$ cat src/rtl/bxs_pkg.sv
package bxs_pkg;
  typedef enum logic [1:0] {
    PU_DEC_AFTER  = 2'b00,
    PU_INC_AFTER  = 2'b01,
    PU_DEC_BEFORE = 2'b10,
    PU_INC_BEFORE = 2'b11
  } pu_mode_e;

  typedef enum logic {
    ST_IDLE = 1'b0,
    ST_BUSY = 1'b1
  } seq_state_e;
endpackage

$ cat src/rtl/bxs_popcount.sv
module bxs_popcount #(
  parameter int LW = 16,
  localparam int CW = $clog2(LW + 1)
) (
  input  logic [LW-1:0] vec,
  output logic [CW-1:0] cnt
);
  always_comb begin
    cnt = '0;
    for (int i = 0; i < LW; i++) cnt = cnt + CW'(vec[i]);
  end
endmodule

$ cat src/rtl/bxs_lowest_bit.sv
module bxs_lowest_bit #(
  parameter int LW = 16,
  localparam int IW = $clog2(LW)
) (
  input  logic [LW-1:0] vec,
  output logic [IW-1:0] idx
);
  always_comb begin
    idx = '0;
    for (int i = LW - 1; i >= 0; i--) if (vec[i]) idx = IW'(i);
  end
endmodule

$ cat src/rtl/bxs_addr_plan.sv
module bxs_addr_plan
  import bxs_pkg::*;
#(
  parameter int AW = 32,
  parameter int CW = 5
) (
  input  logic [AW-1:0] base,
  input  logic [CW-1:0] count,
  input  logic          dword,
  input  pu_mode_e      mode,
  output logic [AW-1:0] first_addr,
  output logic [AW-1:0] last_addr,
  output logic [AW-1:0] wb_addr
);
  logic [AW-1:0] elem;
  logic [AW-1:0] span;

  always_comb begin
    elem = dword ? AW'(8) : AW'(4);
    span = dword ? (AW'(count) << 3) : (AW'(count) << 2);
    unique case (mode)
      PU_INC_AFTER: begin
        first_addr = base;
        last_addr  = base + span - elem;
        wb_addr    = base + span;
      end
      PU_INC_BEFORE: begin
        first_addr = base + elem;
        last_addr  = base + span;
        wb_addr    = base + span;
      end
      PU_DEC_BEFORE: begin
        first_addr = base - span;
        last_addr  = base - elem;
        wb_addr    = base - span;
      end
      default: begin
        first_addr = base;
        last_addr  = base;
        wb_addr    = base;
      end
    endcase
  end
endmodule

$ cat src/rtl/blk_xfer_addr_seq.sv
module blk_xfer_addr_seq
  import bxs_pkg::*;
#(
  parameter int AW = 32,
  parameter int LW = 16,
  localparam int IW = $clog2(LW),
  localparam int CW = $clog2(LW + 1)
) (
  input  logic          clk,
  input  logic          rst,
  input  logic          cmd_valid,
  output logic          cmd_ready,
  input  logic [AW-1:0] cmd_base,
  input  logic [LW-1:0] cmd_list,
  input  logic [1:0]    cmd_mode,
  input  logic          cmd_wb,
  input  logic          cmd_dword,
  input  logic          cmd_load,
  output logic          mem_req,
  output logic [AW-1:0] mem_addr,
  output logic [IW-1:0] mem_reg,
  output logic          mem_load,
  input  logic          mem_ready,
  output logic          done,
  output logic          base_wr,
  output logic [AW-1:0] base_val,
  output logic          err_unimpl,
  output logic          err_end
);
  seq_state_e    state_q;
  logic [CW-1:0] n_sel;
  logic [AW-1:0] plan_first, plan_last, plan_wb;
  logic [AW-1:0] addr_q, end_q, wbval_q;
  logic [LW-1:0] rem_q, low_bit, rem_next;
  logic          wb_q, dword_q, load_q;
  logic          done_q, base_wr_q, err_unimpl_q, err_end_q;
  logic [AW-1:0] base_val_q;
  pu_mode_e      mode_in;

  assign mode_in = pu_mode_e'(cmd_mode);

  bxs_popcount #(.LW(LW)) u_count (.vec(cmd_list), .cnt(n_sel));

  bxs_addr_plan #(.AW(AW), .CW(CW)) u_plan (
    .base(cmd_base), .count(n_sel), .dword(cmd_dword), .mode(mode_in),
    .first_addr(plan_first), .last_addr(plan_last), .wb_addr(plan_wb)
  );

  bxs_lowest_bit #(.LW(LW)) u_pick (.vec(rem_q), .idx(mem_reg));

  assign low_bit  = rem_q & (~rem_q + LW'(1));
  assign rem_next = rem_q & ~low_bit;

  always_ff @(posedge clk) begin
    if (rst) begin
      state_q      <= ST_IDLE;
      addr_q       <= '0;
      end_q        <= '0;
      wbval_q      <= '0;
      rem_q        <= '0;
      wb_q         <= 1'b0;
      dword_q      <= 1'b0;
      load_q       <= 1'b0;
      done_q       <= 1'b0;
      base_wr_q    <= 1'b0;
      base_val_q   <= '0;
      err_unimpl_q <= 1'b0;
      err_end_q    <= 1'b0;
    end else begin
      done_q       <= 1'b0;
      base_wr_q    <= 1'b0;
      err_unimpl_q <= 1'b0;
      err_end_q    <= 1'b0;
      unique case (state_q)
        ST_IDLE: begin
          if (cmd_valid) begin
            if (mode_in == PU_DEC_AFTER) begin
              err_unimpl_q <= 1'b1;
            end else if (n_sel == '0) begin
              done_q <= 1'b1;
            end else begin
              state_q <= ST_BUSY;
              addr_q  <= plan_first;
              end_q   <= plan_last;
              wbval_q <= plan_wb;
              rem_q   <= cmd_list;
              wb_q    <= cmd_wb;
              dword_q <= cmd_dword;
              load_q  <= cmd_load;
            end
          end
        end
        ST_BUSY: begin
          if (mem_ready) begin
            rem_q <= rem_next;
            if (rem_next == '0) begin
              state_q   <= ST_IDLE;
              done_q    <= 1'b1;
              base_wr_q <= wb_q;
              err_end_q <= (addr_q != end_q);
              if (wb_q) base_val_q <= wbval_q;
            end else begin
              addr_q <= addr_q + (dword_q ? AW'(8) : AW'(4));
            end
          end
        end
        default: state_q <= ST_IDLE;
      endcase
    end
  end

  assign cmd_ready  = (state_q == ST_IDLE);
  assign mem_req    = (state_q == ST_BUSY);
  assign mem_addr   = addr_q;
  assign mem_load   = load_q;
  assign done       = done_q;
  assign base_wr    = base_wr_q;
  assign base_val   = base_val_q;
  assign err_unimpl = err_unimpl_q;
  assign err_end    = err_end_q;

  // a stalled beat stays put
  a_r11_hold_beat: assert property (@(posedge clk) disable iff (rst)
    (mem_req && !mem_ready) |=> (mem_req && $stable(mem_addr) && $stable(mem_reg) && $stable(mem_load)));

  // consecutive accepted beats step by one element
  a_r5_step: assert property (@(posedge clk) disable iff (rst)
    (mem_req && $past(mem_req && mem_ready)) |->
      (mem_addr == $past(mem_addr) + (dword_q ? AW'(8) : AW'(4))));

  // no command is taken while beats are pending
  a_r10_busy_blocks: assert property (@(posedge clk) disable iff (rst)
    mem_req |-> !cmd_ready);

  // writeback only right after a final handshake
  a_r6_wb_after_last: assert property (@(posedge clk) disable iff (rst)
    base_wr |-> (done && $past(mem_req && mem_ready)));

  // rejection never coincides with a beat or a completion
  a_r8_reject_clean: assert property (@(posedge clk) disable iff (rst)
    err_unimpl |-> (!mem_req && !done && !base_wr && $past(cmd_valid && cmd_ready)));

  // completion never overlaps a beat
  a_r9_done_idle: assert property (@(posedge clk) disable iff (rst)
    done |-> (!mem_req && cmd_ready));

  // the planned end matches the last issued address
  a_r7_end_match: assert property (@(posedge clk) disable iff (rst)
    done |-> !err_end);
endmodule

$ cat config.mk
export PLATFORM = sky130hd
export DESIGN_NAME = blk_xfer_addr_seq
export DESIGN_NICKNAME = d
export VERILOG_FILES = /design/src/rtl/bxs_pkg.sv /design/src/rtl/bxs_popcount.sv /design/src/rtl/bxs_lowest_bit.sv /design/src/rtl/bxs_addr_plan.sv /design/src/rtl/blk_xfer_addr_seq.sv
export SDC_FILE = /design/constraint.sdc
export NUM_CORES = 1
export LEC_CHECK = 0
export ABC_AREA = 1
export BUFFER_PORTS_ARGS = -buffer_cell sky130_fd_sc_hd__buf_2
export CAP_MARGIN = 20
export CORE_ASPECT_RATIO = 1.4
export CORE_UTILIZATION = 30
export DETAILED_ROUTE_END_ITERATION = 8
export PLACE_DENSITY_LB_ADDON = 0.25
export SYNTH_ARGS = -nofsm -noshare
export SYNTH_HDL_FRONTEND = slang
export SYNTH_SLANG_ARGS = --single-unit
$ cat constraint.sdc
create_clock -name clk -period 5.3 [get_ports clk]
set_input_delay 0 -clock clk [delete_from_list [all_inputs] [get_ports clk]]
set_output_delay 0 -clock clk [all_outputs]
set_load 0.05 [all_outputs]
# == Yosys cells after proc, flatten, opt, wreduce, memory -nomap -nowiden ==
# Cells that the tools add are included.
# totals
out_inout_bits,75
inputBits,57
elab_cells,110
register_bits,152
# op_classes
n_eq_ne,9
addsub,22
n_reduce_logical,10
n_bitwise,10
n_mux,46
# ops
cell,count
32-bit case mux with 2 select lines,3
32-bit 2-to-1 mux,5
32-bit case mux with 3 select lines,1
32-bit subtractor,3
4-bit 2-to-1 mux,18
5-bit by 1-bit adder with 5-bit output,14
32-bit adder,2
16-bit 2-to-1 mux,4
32-bit by 4-bit adder with 32-bit output,1
16-bit AND,2
32-bit != test,1
16-bit NOT,2
16-bit case mux with 2 select lines,1
16-bit by 1-bit adder with 16-bit output (second input constant),1
16-bit zero test,1
4-bit AND reduction,3
1-bit 2-to-1 mux,11
2-bit != test (second input constant),5
8-bit 2-to-1 mux,1
1-bit NOT,6
5-bit zero test,1
5-bit AND reduction,1
2-bit equality test (second input constant),2
1-bit case mux with 2 select lines,2
other kinds (6),6

# == Longest topological paths before layout ==
# depth
word_depth,22
ltp_mapped,36

# == Cells and area by module ==
# From an unflattened synthesis, not the netlist that was laid out.
# unflattened
hier_cells,2399
area_unflattened_um2,13807.0
# modules_own_cells
mod,cells_each,n_inst,area_each_um2
blk_xfer_addr_seq,1125,1,7439.6
bxs_addr_plan,1176,1,5740.5
bxs_popcount,52,1,414.1
bxs_lowest_bit,46,1,212.7

# == Least setup slack after synthesis ==
# Ideal clock, no wire load.
# synth_path
kind,input-to-reg
startpoint,in cmd_list[0]
endpoint,reg end_q[29]
cell_stages,25
path_slack_ns,-0.425
setup_ns,0.070
arrival_time_ns,5.656
cell_sequence,ha_1 -> inv_1 -> fa_1 -> fa_1 -> fa_1 -> fa_1 -> fa_1 -> fa_1 -> o21ai_0 -> fa_1 -> inv_1 -> o21ai_0 -> ha_1 -> a21o_1 -> nor2_1 -> nand3_1 -> nor2_2 -> nand3_4 -> nor2_8 -> nand3_4 -> nor2_4 -> nand2_1 -> nand2_1 -> nand3_1 -> a21oi_1
# synth_between
elab_chain_cells,19
word_cells_on_any_way,22
classes_between,add/sub (17); mux (2); bitwise (1); reduce/logical (2)
# synth_lines
element,line_no,text
from (decl),blk_xfer_addr_seq.sv:14,"input logic [LW-1:0] cmd_list,"
1-bit by 1-bit adder with 2-bit output *,bxs_popcount.sv:10,for (int i = 0; i < LW; i++) cnt = cnt + CW'(vec[i]);
5-bit by 1-bit adder with 5-bit output * (14 in series),bxs_popcount.sv:10,
8-bit 2-to-1 mux,bxs_addr_plan.sv:20,span = dword ? (AW'(count) << 3) : (AW'(count) << 2);
32-bit adder,"bxs_addr_plan.sv:24, bxs_addr_plan.sv:29",
32-bit subtractor,bxs_addr_plan.sv:24,last_addr = base + span - elem;
32-bit case mux with 3 select lines,bxs_addr_plan.sv:21,unique case (mode)
to (signal assigned),blk_xfer_addr_seq.sv:84,end_q <= plan_last;
to (decl),blk_xfer_addr_seq.sv:33,"logic [AW-1:0] addr_q, end_q, wbval_q;"
# Every way passes the cells marked *; elsewhere a longest branch is shown, timed or not.
# A chain may end at the register's enable or synchronous reset.

# == Final worst setup path ==
# layout_path
startpoint,in cmd_list[0]
endpoint,reg end_q[17]
# The elaborated chain is that of the path after synthesis.

==> metrics.md <==
| Metric | Value |
|---|---|
| Total Wirelength | 60530 um |
| Number of distinct library cell variants in the gate-level netlist after synthesis | 53 |
| Remaining global-route overflow | 0 |
| Fraction of registers with async set or reset after synthesis | 0% |
| Ports | 132 |
| CTS tree | done |
| VDD IR max | 0.0002903 V |
| Drt via density | 5.215 |
| CTS clk-pin slew, worst paths | 0.07 ns |
| Max-cap violations | 0 |
| Max_slew headroom | 28.37% |
| Leak Pwr | 0.007805 uW |
| Number of optimization iterations in the first detailed-route pass | 5 |
| Kind of launch point of the worst setup path | input pin |
| Overall Global Routing Usage | 28.05% |
| Area added between synthesis and finish | 37.08% |
| Time the final worst path needs with I/O delays and setup | 5.579 ns |
| Unrepaired setup endpoints after global routing | true |
| DR WL/cell | 20.16 um |
| Area used by sequential logic in the layout | 3003 um^2 |
| Final cell utilization of the core | 41.91% |
| Worst Hold Path Cells | 4 |
| Worst flop-to-flop path endpoint | wbval_q[20]$_SDFFE_PP0P_ |
| H-tree level count | 4 |
| Clock latency of the later-clocked register in the worst-skew pair | 0.44 ns |
| HPWL Detailed | 47910 um |
| Source of the critical timing path | cmd_list[0] |
| Final critical-path share of the clock period | 105.3% |
| Primary FF master, synth | dfxtp_1 |
| Die boundary height | 245.0 um |
| Post-Route Skew | 0.01125 ns |
| Largest buffer count on any clock path | 2 |
| Post-route DRC | 0 |
| Timing-limited maximum frequency | 179.2 MHz |
| Setup Crit Path Kind | input pin to flip-flop |
| End of the critical path | end_q[17]$_SDFFE_PP0P_ |
| Post-synth EDFFs | 0 |
| Endpoint required time on the critical path | 5.67 ns |
| Setup slack after placement | -0.9481 ns |
| Fraction of final layout cells with drive strength greater than 1 | 27.90% |
| Fill cell count | 4626 |
| Total of endpoints with negative setup slack in the final report | 29 |
| Via count | 15650 |
| Die area | 43020 um^2 |
| Violated checks | setup timing |
| RD Place Congestion | 0.9463 |
| Count of standard-cell rows | 88 |
| Pin count of the biggest net entering global routing | 59 |
| Final net count | 2548 |
| Beginning of the worst register-to-register path | mem_req$_SDFF_PP0_ |
| Share of synthesized area occupied by flip-flops and latches | 23.73% |
| Power per standard cell area | 444.2 nW/um^2 |
| Starting DRC count in detailed routing | 1060 |
| Slew at the pin closest to its max-slew limit | 1.074 ns |
| Class of the worst hold path | input pin to flip-flop |
| Mapped Area | 12660 um^2 |
| Overall die width | 175.6 um |
| Final Max Slew Viols | 0 |
| Number of cells on the worst reg-to-reg path | 13 |
| Final TNS setup | -4.518 ns |
| First-pass GRT wire length | 89870 um |
| Crit path DAT | 5.95 ns |
| Syn Area/Cell | 6.012 um^2 |
| Initial standard-cell utilization of the core | 30.57% |
| Worst setup EP type | flip-flop |
| Register-to-register path setup slack | 2.24 ns |
| Placeable core region | 41400 um^2 |
| Number of cells produced by synthesis | 2105 |
| Area occupied by multi-input gates | 8989 um^2 |
| # port buffers | 131 |
| Count of antenna-violating nets left after detailed routing | 0 |
| Root buffer cell | clkbuf_16 |
| Antenna fix cells | 0 |
| Synthesized net count | 2204 |
| Vias in the first global route | 15140 |
| Status | complete, but fails checks |
| Total number of yosys warnings | 0 |
| Count of state elements after synthesis | 150 |
| Final hold violations | 0 |
| Peak fanout along the critical path | 4 |
| Hold_ws | 0.02226 ns |
| Antenna violations before repair | 1 |
| Number of clock sinks | 150 |
| Number of buffers created by CTS | 17 |
| Worst Slack Setup Final | -0.2793 ns |
## state kept, by name (all words and copies together) (netlist names)
register	flops
mem_load	1
done	1
dword_q	1
wb_q	1
mem_req	1
err_unimpl	1
base_val	32
rem_q	16
base_wr	1
wbval_q	30
mem_addr	32
end_q	32
err_end	1
## stage by stage
step	instances	power, uW	area (um^2)
global placement	2915	5790	15420
finish	3002	7706	17350
detailed placement	2915	5814	15420
floorplan	2105	4091	12700
global route	3002	8191	17350
CTS	2990	7496	16930
## placed cells by master, fill, tap and decap left out, types with 32 or more instances in the layout
cell type,instances
a21oi_1,138
a31oi_1,34
buf_2,129
buf_4,250
dfxtp_1,150
inv_1,229
nand2_1,418
nand2_2,59
nand3_1,170
nor2_1,208
nor3_1,32
o21ai_0,169
o21ai_1,32
## cell usage after synthesis, types with 7 or more instances
cell type	n	area share (%)
buf_2	20	0.79
nand4_1	31	1.5
xor2_1	32	2.2
dfxtp_1	150	24
o21ai_1	26	1.0
nor2_1	231	6.9
nor2_4	9	0.80
nand3_2	7	0.55
o22ai_1	9	0.44
o21ai_0	196	7.8
nand2_1	459	14
fa_1	15	2.4
o211ai_1	17	1.0
nor4_1	13	0.64
inv_2	17	0.50
clkbuf_1	57	1.7
nor2_2	23	1.1
a31oi_1	35	1.7
inv_1	241	7.1
buf_6	8	0.71
buf_1	7	0.21
nor3_1	32	1.3
ha_1	27	2.7
buf_4	7	0.42
nand2_2	31	1.5
a211oi_1	10	0.59
nand3_1	190	7.5
a21oi_1	154	6.1
## final cells by class
type | instances | area share, %
flip-flops and latches | 150 | 17.31
inverters | 262 | 5.690
clock inverters | 15 | 1.060
clock buffers | 17 | 2.452
repair buffers | 425 | 17.78
multi-input cells | 1593 | 51.81
well taps | 540 | 3.894
## cells by family (layout without fill, tap and decap cells)
group	after synthesis	in the layout	share of synthesized area (%)
compound gates	472	472	20.41
xor+xnor	37	37	2.561
fa+ha+maj	42	42	5.042
buf+inv	362	719	11.63
flops	150	150	23.73
simple gates	1042	1042	36.64
## critical path: stages
cell and delay, ns:
buf_8 0.10, ha_4 0.25, inv_2 0.03, fa_1 0.49, fa_1 0.43, fa_1 0.53, fa_1 0.43, fa_2 0.39
fa_2 0.57, o21ai_2 0.06, buf_4 0.14, fa_1 0.55, inv_2 0.07, o21ai_4 0.17, ha_4 0.22, a21o_1 0.19
nor2_1 0.10, nand3_1 0.11, nor2_2 0.18, nand3_4 0.12, nor2_8 0.12, buf_4 0.12, inv_2 0.05, nor2_4 0.14
nand3_1 0.09, nand2_1 0.06, nand3_1 0.07, a21oi_1 0.16
## layer usage
| metal | global-route usage [%] | part of all wire, % |
|---|---|---|
| met1 | 30.12 | 37 |
| met2 | 50.57 | 51 |
| met3 | 2.649 | 4.1 |
| met4 | 21.10 | 8.3 |
| met5 | 0 | 0 |
## power by group
| part | internal [uW] | switching, uW | leakage [uW] | total (uW) |
|---|---|---|---|---|
| Sequential | 1390 | 356 | 0.00123 | 1750 |
| Clock | 715 | 588 | 0.000286 | 1300 |
| Combinational | 1830 | 2820 | 0.00629 | 4650 |
## how the worst min path moves through the flow
stage	from	to	slack (ns)
floorplan	cmd_wb	wb_q$_SDFFE_PP0P_	0.13
global placement	cmd_load	mem_load$_SDFFE_PP0P_	0.22
detailed placement	cmd_load	mem_load$_SDFFE_PP0P_	0.23
CTS	cmd_list[13]	rem_q[13]$_SDFFE_PP0P_	0.01
global route	cmd_list[13]	rem_q[13]$_SDFFE_PP0P_	0.02
finish	cmd_list[13]	rem_q[13]$_SDFFE_PP0P_	0.02
## what timing repair did
action	4_1_cts	5_1_grt
hold buffers	23	0
setup endpoints to repair	61	65
setup buffers	21	15
pin swaps	53	52
resized for setup	141	83
gates cloned	0	0
endpoints found under the hold margin	26	0
(Power assumes the default switching activity.)
